## config.mk

```make
export PLATFORM = sky130hd
export DESIGN_NAME = split_row_combiner
export DESIGN_NICKNAME = d
export VERILOG_FILES = /design/src/rtl/rowcmb_pkg.sv /design/src/rtl/rowcmb_merge.sv /design/src/rtl/rowcmb_satadd.sv /design/src/rtl/rowcmb_select.sv /design/src/rtl/split_row_combiner.sv
export SDC_FILE = /design/constraint.sdc
export NUM_CORES = 1
export LEC_CHECK = 0
export ABC_AREA = 1
export BUFFER_PORTS_ARGS = -buffer_cell sky130_fd_sc_hd__buf_4
export CORE_MARGIN = 1
export CORE_UTILIZATION = 25
export CTS_CLUSTER_DIAMETER = 120
export DETAILED_ROUTE_END_ITERATION = 8
export SLEW_MARGIN = 20
export SYNTH_ARGS = -nofsm -noshare
export SYNTH_HDL_FRONTEND = slang
export SYNTH_SLANG_ARGS = --single-unit
```

## constraint.sdc

```tcl
create_clock -name clk -period 4.1 [get_ports clk]
set_clock_uncertainty 0.1 [all_clocks]
set_input_delay 0.41 -clock clk [delete_from_list [all_inputs] [get_ports clk]]
set_output_delay 0.41 -clock clk [all_outputs]
set_load 0.05 [all_outputs]
```

## src/rtl/rowcmb_pkg.sv

```systemverilog
package rowcmb_pkg;
  localparam int MSG_W = 5;
  localparam int MAG_W = MSG_W - 1;
  localparam int POS_W = 3;

  typedef struct packed {
    logic [MAG_W-1:0] m1;
    logic [MAG_W-1:0] m2;
    logic [POS_W-1:0] idx;
    logic             half;
    logic             sgn;
  } row_sum_t;
endpackage

```

## src/rtl/rowcmb_merge.sv

```systemverilog
module rowcmb_merge
  import rowcmb_pkg::*;
(
  input  logic [MAG_W-1:0] a_m1,
  input  logic [MAG_W-1:0] a_m2,
  input  logic [POS_W-1:0] a_idx,
  input  logic             a_sign,
  input  logic [MAG_W-1:0] b_m1,
  input  logic [MAG_W-1:0] b_m2,
  input  logic [POS_W-1:0] b_idx,
  input  logic             b_sign,
  output row_sum_t         merged
);
  logic             a_wins;
  logic [MAG_W-1:0] lose_m1;
  logic [MAG_W-1:0] win_m2;

  always_comb begin
    a_wins      = (a_m1 <= b_m1);
    lose_m1     = a_wins ? b_m1 : a_m1;
    win_m2      = a_wins ? a_m2 : b_m2;
    merged.m1   = a_wins ? a_m1 : b_m1;
    merged.m2   = (lose_m1 < win_m2) ? lose_m1 : win_m2;
    merged.idx  = a_wins ? a_idx : b_idx;
    merged.half = ~a_wins;
    merged.sgn  = a_sign ^ b_sign;
  end
endmodule

```

## src/rtl/rowcmb_satadd.sv

```systemverilog
module rowcmb_satadd
  import rowcmb_pkg::*;
(
  input  logic [MSG_W-1:0] op_a,
  input  logic [MSG_W-1:0] op_b,
  output logic [MSG_W-1:0] sum_sat
);
  localparam logic [MSG_W-1:0] MAX_V = {1'b0, {(MSG_W-1){1'b1}}};
  localparam logic [MSG_W-1:0] MIN_V = {1'b1, {(MSG_W-1){1'b0}}};

  logic [MSG_W:0] wide;
  logic           ovf;

  always_comb begin
    wide    = {op_a[MSG_W-1], op_a} + {op_b[MSG_W-1], op_b};
    ovf     = wide[MSG_W] ^ wide[MSG_W-1];
    sum_sat = ovf ? (wide[MSG_W] ? MIN_V : MAX_V) : wide[MSG_W-1:0];
  end


  sat_range_chk: assert final (!(ovf && !wide[MSG_W]) || (sum_sat == MAX_V));
endmodule

```

## src/rtl/rowcmb_select.sv

```systemverilog
module rowcmb_select
  import rowcmb_pkg::*;
#(
  parameter int OFFSET = 1
) (
  input  row_sum_t         summ,
  input  logic [MSG_W-1:0] t_val,
  input  logic             t_half,
  input  logic [POS_W-1:0] t_pos,
  output logic [MSG_W-1:0] r_new,
  output logic [MSG_W-1:0] q_new
);
  localparam logic [MAG_W-1:0] OFF_V = MAG_W'(OFFSET);

  logic             at_min;
  logic [MAG_W-1:0] pick;
  logic [MAG_W-1:0] mag;
  logic             neg;
  logic [MSG_W-1:0] pos_r;

  always_comb begin
    at_min = (t_half == summ.half) && (t_pos == summ.idx);
    pick   = at_min ? summ.m2 : summ.m1;
    mag    = (pick > OFF_V) ? (pick - OFF_V) : '0;
    neg    = summ.sgn ^ t_val[MSG_W-1];
    pos_r  = {1'b0, mag};
    r_new  = neg ? (MSG_W'(0) - pos_r) : pos_r;
  end

  rowcmb_satadd u_add (
    .op_a    (t_val),
    .op_b    (r_new),
    .sum_sat (q_new)
  );
endmodule

```

## src/rtl/split_row_combiner.sv

```systemverilog
module split_row_combiner
  import rowcmb_pkg::*;
#(
  parameter int OFFSET = 1
) (
  input  logic             clk,
  input  logic             rst_n,
  input  logic             row_valid,
  output logic             row_ready,
  input  logic [MAG_W-1:0] a_m1,
  input  logic [MAG_W-1:0] a_m2,
  input  logic [POS_W-1:0] a_idx,
  input  logic             a_sign,
  input  logic [MAG_W-1:0] b_m1,
  input  logic [MAG_W-1:0] b_m2,
  input  logic [POS_W-1:0] b_idx,
  input  logic             b_sign,
  input  logic             elem_valid,
  output logic             elem_ready,
  input  logic [MSG_W-1:0] elem_t,
  input  logic             elem_half,
  input  logic [POS_W-1:0] elem_pos,
  input  logic             elem_last,
  output logic             out_valid,
  input  logic             out_ready,
  output logic [MSG_W-1:0] out_r,
  output logic [MSG_W-1:0] out_q,
  output logic             out_last
);
  row_sum_t         merged;
  row_sum_t         held;
  logic             row_loaded;
  logic             row_fire;
  logic             elem_fire;
  logic [MSG_W-1:0] r_calc;
  logic [MSG_W-1:0] q_calc;

  rowcmb_merge u_merge (
    .a_m1   (a_m1),
    .a_m2   (a_m2),
    .a_idx  (a_idx),
    .a_sign (a_sign),
    .b_m1   (b_m1),
    .b_m2   (b_m2),
    .b_idx  (b_idx),
    .b_sign (b_sign),
    .merged (merged)
  );

  rowcmb_select #(.OFFSET(OFFSET)) u_sel (
    .summ   (held),
    .t_val  (elem_t),
    .t_half (elem_half),
    .t_pos  (elem_pos),
    .r_new  (r_calc),
    .q_new  (q_calc)
  );

  assign row_ready  = ~row_loaded;
  assign row_fire   = row_valid & row_ready;
  assign elem_ready = row_loaded & (~out_valid | out_ready);
  assign elem_fire  = elem_valid & elem_ready;

  always_ff @(posedge clk) begin
    if (!rst_n) begin
      row_loaded <= 1'b0;
      held       <= '0;
    end else if (row_fire) begin
      row_loaded <= 1'b1;
      held       <= merged;
    end else if (elem_fire && elem_last) begin
      row_loaded <= 1'b0;
    end
  end

  always_ff @(posedge clk) begin
    if (!rst_n) begin
      out_valid <= 1'b0;
      out_r     <= '0;
      out_q     <= '0;
      out_last  <= 1'b0;
    end else if (elem_fire) begin
      out_valid <= 1'b1;
      out_r     <= r_calc;
      out_q     <= q_calc;
      out_last  <= elem_last;
    end else if (out_ready) begin
      out_valid <= 1'b0;
    end
  end


  no_elem_without_row_chk: assert property (@(posedge clk) disable iff (!rst_n)
    !row_loaded |-> !elem_ready);


  first_min_chk: assert property (@(posedge clk) disable iff (!rst_n)
    row_fire |=> (held.m1 <= $past(a_m1)) && (held.m1 <= $past(b_m1)));


  second_min_order_chk: assert property (@(posedge clk) disable iff (!rst_n)
    row_fire && (a_m1 <= a_m2) && (b_m1 <= b_m2) |=> held.m1 <= held.m2);


  sign_parity_chk: assert property (@(posedge clk) disable iff (!rst_n)
    row_fire |=> held.sgn == ($past(a_sign) ^ $past(b_sign)));


  row_hold_chk: assert property (@(posedge clk) disable iff (!rst_n)
    row_loaded && !(elem_fire && elem_last) |=> $stable(held) && !row_ready);


  out_hold_chk: assert property (@(posedge clk) disable iff (!rst_n)
    out_valid && !out_ready |=> out_valid && $stable(out_r) && $stable(out_q) && $stable(out_last));
endmodule

```

==> results by group, run 1 <==
Status
  • Status: complete, no violations

Critical path
  • Worst path arrival time: 3770 ps
  • Reg2reg end: out_q[0]
  • Reg2reg setup slack: 400 ps
  • Critical Path RT: 4160 ps
  • Worst setup EP type: flop
  • Cell depth of the worst flop-to-flop path: 27
  • Critical Path Source: held[4]
  • Critical-path maximum fanout: 6
  • Worst reg2reg startpoint: held[4]
  • WS Path Type: flop to flop
  • Critical Path Source Type: flop

Timing
  • Hold WS: 302 ps
  • Rel. slew slack: 63.0%
  • Worst slew pin tran: 553 ps
  • Final-report max-slew violation count: 0
  • Count of final setup violators: 0
  • RSZ-0062 raised after global routing: false
  • Final Hold Vio Count: 0
  • Fin crit share: 90.3%
  • Fin worst setup slack: 396 ps
  • Setup TNS Final: 0 ps
  • Min Tclk post-route: 3700 ps
  • Fmax: 270 MHz

Yosys
  • EDFF count, synth: 0
  • Top cell type by total area after synthesis: dfxtp_1
  • Synth top area cells: dfxtp_1 25%, nand2_1 13%, inv_1 9.3%, ha_1 8.5%, a21oi_1 6.3%
  • Share of the synthesized area in the top cell type: between 20% and 30%
  • Avg Inst Size Synth: 6.74 um2
  • Syn Nets: 359
  • Yosys warns: 0
  • Main flop type after synthesis: dfxtp_1
  • Most common cell in the synthesized netlist: nand2_1
  • Synth Register Bits: 26
  • Leading cell types by count after synthesis: 70 x nand2_1, 51 x inv_1, 26 x a21oi_1, 26 x dfxtp_1, 22 x nand3_1
  • Seq/Total Area, Yosys: 25.3%
  • Post-synthesis cell count: 305
  • Async set-reset flop share out of synthesis: 0%
  • Distinct cell type count after synthesis: 31
  • Mapped Area: 2060 um2

Pwr
  • Internal power: roughly 0.62 mW
  • Max VDD drop: between 0.0001 and 0.00015 V
  • Part of the power in combinational logic: 52.4%
  • LEAKAGE: 1.39 nW
  • Switching share of power: between 40% and 50%
  • Portion of total power attributed to sequential cells: 27.2%
  • Power per cell area: 405 nW/um2
  • Clock share of power: 20.4%
  • Psw: approximately 0.45 mW

Hold path
  • Hold path start: elem_last
  • Hold crit path type: input port to flop
  • Hold Path Depth: 4
  • Hold EP: row_loaded

Final layout
  • Layout Area Growth over Synthesis: 28.1%
  • N_diodes: 0
  • Fin nets: 411
  • Share of cells above drive strength 1: 25.8%
  • Layout Utilization: 33.6%

Clock tree
  • Clock-pin transition on the worst setup and hold timing paths: 100 ps
  • Later-pin clock latency in the skew report: around 280 ps
  • H-tree depth: 1
  • CTS Buf Count: 3
  • Root buffer cell: clkbuf_8
  • Cts hold-fix bufs: 0
  • CTS tree: yes
  • CTS Buffer Depth: 2
  • # clock sinks: 26

GRT
  • Vias in the first global route: just under 2000
  • Initial antenna violation count: 0
  • Largest net degree at the start of global routing: 20
  • Global-route usage over all layers: 11.9%
  • GR Overflow Total: 0
  • First-pass GRT wire length: 8.30 mm

Drt
  • Initial DRC count: 76
  • # DRC: 0
  • Total number of vias: 2002
  • Post-DRT Antenna Nets: 0
  • Avg WL per Cell: 10.8 um
  • Pre-antenna DRT Iters: 4
  • Avg Vias per Cell: 4.37
  • WL final: 4.94 mm

Floorplanning
  • Rows: 32
  • Die height: between 90 and 100 um
  • Die X: 92.7 um
  • Full die area: 8590 um2
  • Core Area: 7850 um2
  • Initial Utilization: 26.2%
  • Io pins: 53

Job
  • Max_cap viols: 0

Placement
  • Routability cong.: around 0.85
  • Post-Place Setup Slack: between 100 and 150 ps
  • Post-DP HPWL: 4.09 mm
  • IO Port Bufs: 52
critical path: stages, from the launching register on:
cell and delay [ps]:
dfxtp_1 350, inv_1 50, nand2_1 60, nand2_2 90, nor2_8 170, nand2_4 90, nand2_1 90, nand2_2 90
ha_1 250, nor2_1 170, inv_1 80, nand3_1 120, nand2_1 110, ha_1 290, inv_1 30, o21ai_1 160
inv_1 100, fa_1 450, inv_1 80, a31oi_1 110, inv_1 90, nand3_1 70, nand2_1 100, nand2_2 70
nand2_2 60, nor2_2 40, nor2_1 80, nor2_1 40
area by class of cell:
| type | count | area [um2] |
|---|---|---|
| Multi-Input combinational cell | 218 | 1310 |
| Fill cell | 903 | 5210 |
| Timing Repair Buffer | 53 | 398 |
| Clock inverter | 1 | 30.0 |
| Inverter | 55 | 206 |
| Clock buffer | 3 | 41.3 |
| Tap cell | 102 | 128 |
| Sequential cell | 26 | 520 |
registers in the layout (all words and copies together), names as in the netlist:
name	cells
out_last	1
out_q	5
row_loaded	1
out_valid	1
out_r	5
held	13
cell usage in the layout (no fill, tap or decap), types with 3 or more instances in the layout:
cell type / count
xor2_1: 3
mux2i_1: 4
inv_1: 51
o21ai_0: 20
nand3_1: 22
ha_1: 14
nand2_4: 3
buf_4: 53
nor2_8: 3
inv_2: 3
clkbuf_8: 3
o211ai_1: 5
nand2_2: 14
dfxtp_1: 26
a21oi_1: 25
nor2_1: 12
nand2_1: 70
nand3_2: 5
through the flow:
step	instances	total power [mW]	cell area (um2)
global placement	453	0.831	2550
detailed placement	453	0.845	2550
global route	458	1.16	2630
finish	458	1.07	2630
CTS	457	1.07	2620
floorplan	305	0.713	2060
repair_timing:
item | in CTS | in global routing
setup buffers | 0 | 1
resized for setup | 0 | 2
endpoints found under the setup margin | 0 | 2
logic make-up after synthesis:
logic type      Yosys count  share of synthesized area (%)
buf+inv                  61                           11.1
xor+xnor                  5                           2.13
flops                    26                           25.3
compound gates           59                           15.8
fa+ha+maj                15                           9.49
simple gates            135                           34.2
mux                       4                           1.95
per-layer routing:
metal	part of all wire (%)	GRT usage [%]	vias up
met3	2.6	1.23	8
met1	46	13.5	883
met5	0	0	-
li1	-	-	1074
met2	50	22.7	37
met4	1.7	4.62	0
worst max path at each step:
stage          endpoint  slack [ps]  cells past startpoint
2_1_floorplan  out_q[0]         600                     27
3_5_place_dp   out_q[0]         140                     27
3_3_place_gp   out_q[0]         300                     27
6_report       out_q[0]         400                     27
5_1_grt        out_q[0]           9                     27
4_1_cts        out_q[0]         280                     27
power by group through the flow:
stage / registers [mW] / logic (mW) / clock network [mW]
3_5_place_dp: 0.296 / 0.549 / 0
3_3_place_gp: 0.296 / 0.535 / 0
2_1_floorplan: 0.328 / 0.385 / 0
4_1_cts: 0.291 / 0.551 / 0.226
6_report: 0.290 / 0.559 / 0.218
5_1_grt: 0.295 / 0.627 / 0.234
Note: power is estimated with default switching activity, not from simulation.
==> run 2: changes to the inputs <==
--- a/config.mk
+++ b/config.mk
@@ -5,7 +5,6 @@
 export SDC_FILE = /design/constraint.sdc
 export NUM_CORES = 1
 export LEC_CHECK = 0
-export ABC_AREA = 1
 export BUFFER_PORTS_ARGS = -buffer_cell sky130_fd_sc_hd__buf_4
 export CORE_MARGIN = 1
 export CORE_UTILIZATION = 25
==> results by group, run 2 <==
Floorplanning
  • Die height: 89.8 um (-3.1%)
  • Core Area: 7370 um2 (-6.1%)
  • Initial Utilization: 26.1% (-0.050 points)
  • Full die area: 8060 um2 (-6.1%)
  • Die X: 89.8 um (-3.1%)
  • Io pins: 53 (unchanged)
  • Rows: 31 (-3.1%)

Yosys
  • Synth top area cells: dfxtp_1 27%, ha_1 9.1%, mux2i_1 6.8%, nor2_1 5.5%, a211oi_1 5.1%
  • Xor and xnor fraction of the mapped netlist area: 4.55% (+2.4 points)
  • Main flop type after synthesis: dfxtp_1
  • Synth Register Bits: 26 (unchanged)
  • Mapped Area: 1930 um2 (-6.3%)
  • EDFF count, synth: 0 (unchanged)
  • Synth Area in Adders: 10.1% (+0.64 points)
  • Seq/Total Area, Yosys: 27.0% (+1.7 points)
  • Synth Area in Compound Gates: 22.3% (+6.6 points)
  • Syn Nets: 283 (-21%)
  • Avg Inst Size Synth: 8.41 um2 (+25%)
  • Share of the synthesized area in the top cell type: 27.0% (+1.7 points)
  • Async set-reset flop share out of synthesis: 0% (unchanged)
  • Simple-gate share of the synthesized area: 21.7% (-13 points)
  • Most common cell in the synthesized netlist: nor2_1
  • Leading cell types by count after synthesis: 28 x nor2_1, 26 x dfxtp_1, 15 x nand2_1, 14 x a21oi_1, 14 x ha_1
  • Top cell type by total area after synthesis: dfxtp_1
  • Distinct cell type count after synthesis: 44 (+42%)
  • Multiplexer share of the synthesized area: 10.3% (+8.3 points)
  • Largest family of logic cells by synthesized area: compound AO/OA/AOI/OAI gates
  • Yosys warns: 0 (unchanged)
  • Post-synthesis cell count: 229 (-25%)

Timing
  • Min Tclk post-route: 3870 ps (+165 ps)
  • Final-report max-slew violation count: 0 (unchanged)
  • Setup TNS Final: 0 ps (unchanged)
  • Worst slew pin tran: 557 ps (+3.95 ps)
  • Rel. slew slack: 62.6% (-0.40 points)
  • Count of final setup violators: 0 (unchanged)
  • Fmax: 258 MHz (-4.3%)
  • Final Hold Vio Count: 0 (unchanged)
  • Fin crit share: 94.4% (+4.0 points)

Drt
  • Pre-antenna DRT Iters: 4 (unchanged)
  • # DRC: 0 (unchanged)
  • Avg WL per Cell: 12.4 um (+15%)
  • Initial DRC count: 77 (+1.3%)
  • Avg Vias per Cell: 4.66 (+6.6%)
  • WL final: 4.82 mm (-2.3%)
  • Post-DRT Antenna Nets: 0 (unchanged)
  • Total number of vias: 1813 (-9.4%)

Hold path
  • Hold crit path type: input port to flop
  • Hold Path Depth: 3 (-1)

Final layout
  • Layout Area Growth over Synthesis: 37.5%
  • Final cell count without fillers: 389 (-15%)
  • Largest register FFs: 13 (unchanged)
  • Layout Utilization: 35.9% (+2.4 points)
  • Most common cell after layout, fill and taps aside: buf_4
  • Regs by FF count: held (13), out_q (5), out_r (5)
  • Most frequent cells in the layout: 65 x buf_4, 28 x nor2_1, 25 x dfxtp_1, 15 x nand2_1, 14 x ha_1
  • Largest Register: held
  • N_diodes: 0 (unchanged)
  • Storage cell area: 522 um2 (+0.24%)
  • Area of the multi-input gates: 1400 um2 (+6.8%)
  • Fill cells: 786 (-13%)
  • Share of cells above drive strength 1: 31.7% (+5.9 points)
  • Fin nets: 345 (-16%)

Critical path
  • WS Path Type: flop to flop
  • Worst path arrival time: 3940 ps (+170 ps)
  • Critical Path Source Type: flop
  • Critical Path RT: 4170 ps (about the same)
  • Critical-path maximum fanout: 4 (-2)
  • Cell depth of the worst flop-to-flop path: 20 (-26%)
  • Worst setup EP type: flop

Clock tree
  • H-tree depth: 1 (unchanged)
  • CTS Buf Count: 3 (unchanged)
  • CTS tree: yes
  • CTS Buffer Depth: 2 (unchanged)
  • # clock sinks: 26 (unchanged)
  • Clock-pin transition on the worst setup and hold timing paths: 100 ps (about the same)
  • Later-pin clock latency in the skew report: 270 ps (about the same)
  • Root buffer cell: clkbuf_8

GRT
  • Largest net degree at the start of global routing: 20 (unchanged)
  • GR Overflow Total: 0 (unchanged)
  • Vias in the first global route: 1807 (-7.9%)
  • First-pass GRT wire length: 8.20 mm (-1.2%)
  • Global-route usage over all layers: 12.2% (+0.26 points)
  • Initial antenna violation count: 0 (unchanged)

Job
  • Max_cap viols: 0 (unchanged)

Placement
  • Post-DP HPWL: 3.91 mm (-4.5%)
  • Routability cong.: 0.801 (-6.1%)
  • Placed insts: 385 (-15%)
  • IO Port Bufs: 52 (unchanged)

Pwr
  • Clock share of power: 21.1% (+0.7 points)
  • Switching share of power: 38.0% (-4.1 points)
  • Portion of total power attributed to sequential cells: 28.9% (+1.7 points)
  • Part of the power in combinational logic: 50.0% (-2.4 points)
  • Max VDD drop: 0.000157 V (+29%)
  • Psw: 0.396 mW (-12%)
  • Power per cell area: 393 nW/um2 (-2.9%)
  • Internal power: 0.646 mW (+4.5%)
  • LEAKAGE: 1.25 nW (-9.9%)

Status
  • Status: complete, no violations
[run 2: cell types whose count changed after synthesis, moves of 9 or more]
cell / previous run / this run
a211oi_1: 0 / 13
a21oi_1: 26 / 14
inv_1: 51 / 11
mux2i_1: 4 / 13
nand2_1: 70 / 15
nand2_2: 14 / 0
nand3_1: 22 / 4
nor2_1: 12 / 28
o21ai_0: 21 / 2
[run 2: cell families after synthesis]
logic type / count (synthesis)
DFF: 26
muxes: 18
and+or+nand+nor: 80
adders and majority gates: 15
AOI/OAI and AO/OA: 60
xor gates and xnor gates: 10
buffers and inverters: 20
[run 2: through the flow]
stage	total power [mW]	area (um2)	hold slack (ps)	setup WS, ps
after floorplan	0.650	1940	370	1.80
after global placement	0.804	2520	342	10.6
after detailed placement	0.811	2520	350	-124
after CTS	1.04	2590	288	31.1
after global routing	1.12	2650	306	-45.0
final	1.04	2650	289	231
[run 2: repair_timing]
item                       CTS  global route
setup endpoints to repair    0             4
hold buffers                 0             0
setup buffers                0             0
gates resized for setup      0             9
[run 2: path summary, 6_finish.rpt]
| path | from | endpoint | slack, ps |
|---|---|---|---|
| hold reg to reg | out_r[4] | out_r[4] | 360 |
| hold / removal | row_valid | row_loaded | 290 |
| setup / recovery | held[1] | out_q[3] | 230 |
| setup reg to reg | held[1] | out_q[3] | 230 |
[run 2: worst max-delay path: stages, from the launching register on]
cell and delay (ps):
dfxtp_1 350, xnor2_2 200, nand4_4 140, mux2i_4 210
inv_1 60, ha_1 210, o21ai_2 180, nand2_1 100
ha_1 290, nor2b_1 140, a31oi_2 170, inv_1 60
ha_1 260, a21o_1 170, a21o_1 200, a21oi_2 170
nand2_1 80, a22oi_2 180, a211oi_2 100, o31a_1 120
a311o_1 260
[run 2: cell type report]
class,count,area share [%]
clock inverters,1,1.13
well taps,99,4.68
flip-flops and latches,26,19.7
multi-input cells,183,52.8
inverters,12,1.70
repair buffers,65,18.4
clock buffers,3,1.56
[run 2: layer usage]
| metal | GRT usage, % | vias to the layer above | wire [um] |
|---|---|---|---|
| met1 | 15.7 | 847 | 2320 |
| met5 | 0 | - | 0 |
| met3 | 1.61 | 2 | 119 |
| met4 | 2.46 | 0 | 36 |
| li1 | - | 942 | - |
| met2 | 21.7 | 22 | 2350 |
[run 2: power groups by stage]
stage	sequential, mW	clock [mW]	combinational, mW
detailed placement	0.305	0	0.506
floorplan	0.342	0	0.308
global placement	0.305	0	0.499
global route	0.305	0.234	0.578
finish	0.301	0.220	0.521
CTS	0.300	0.227	0.509
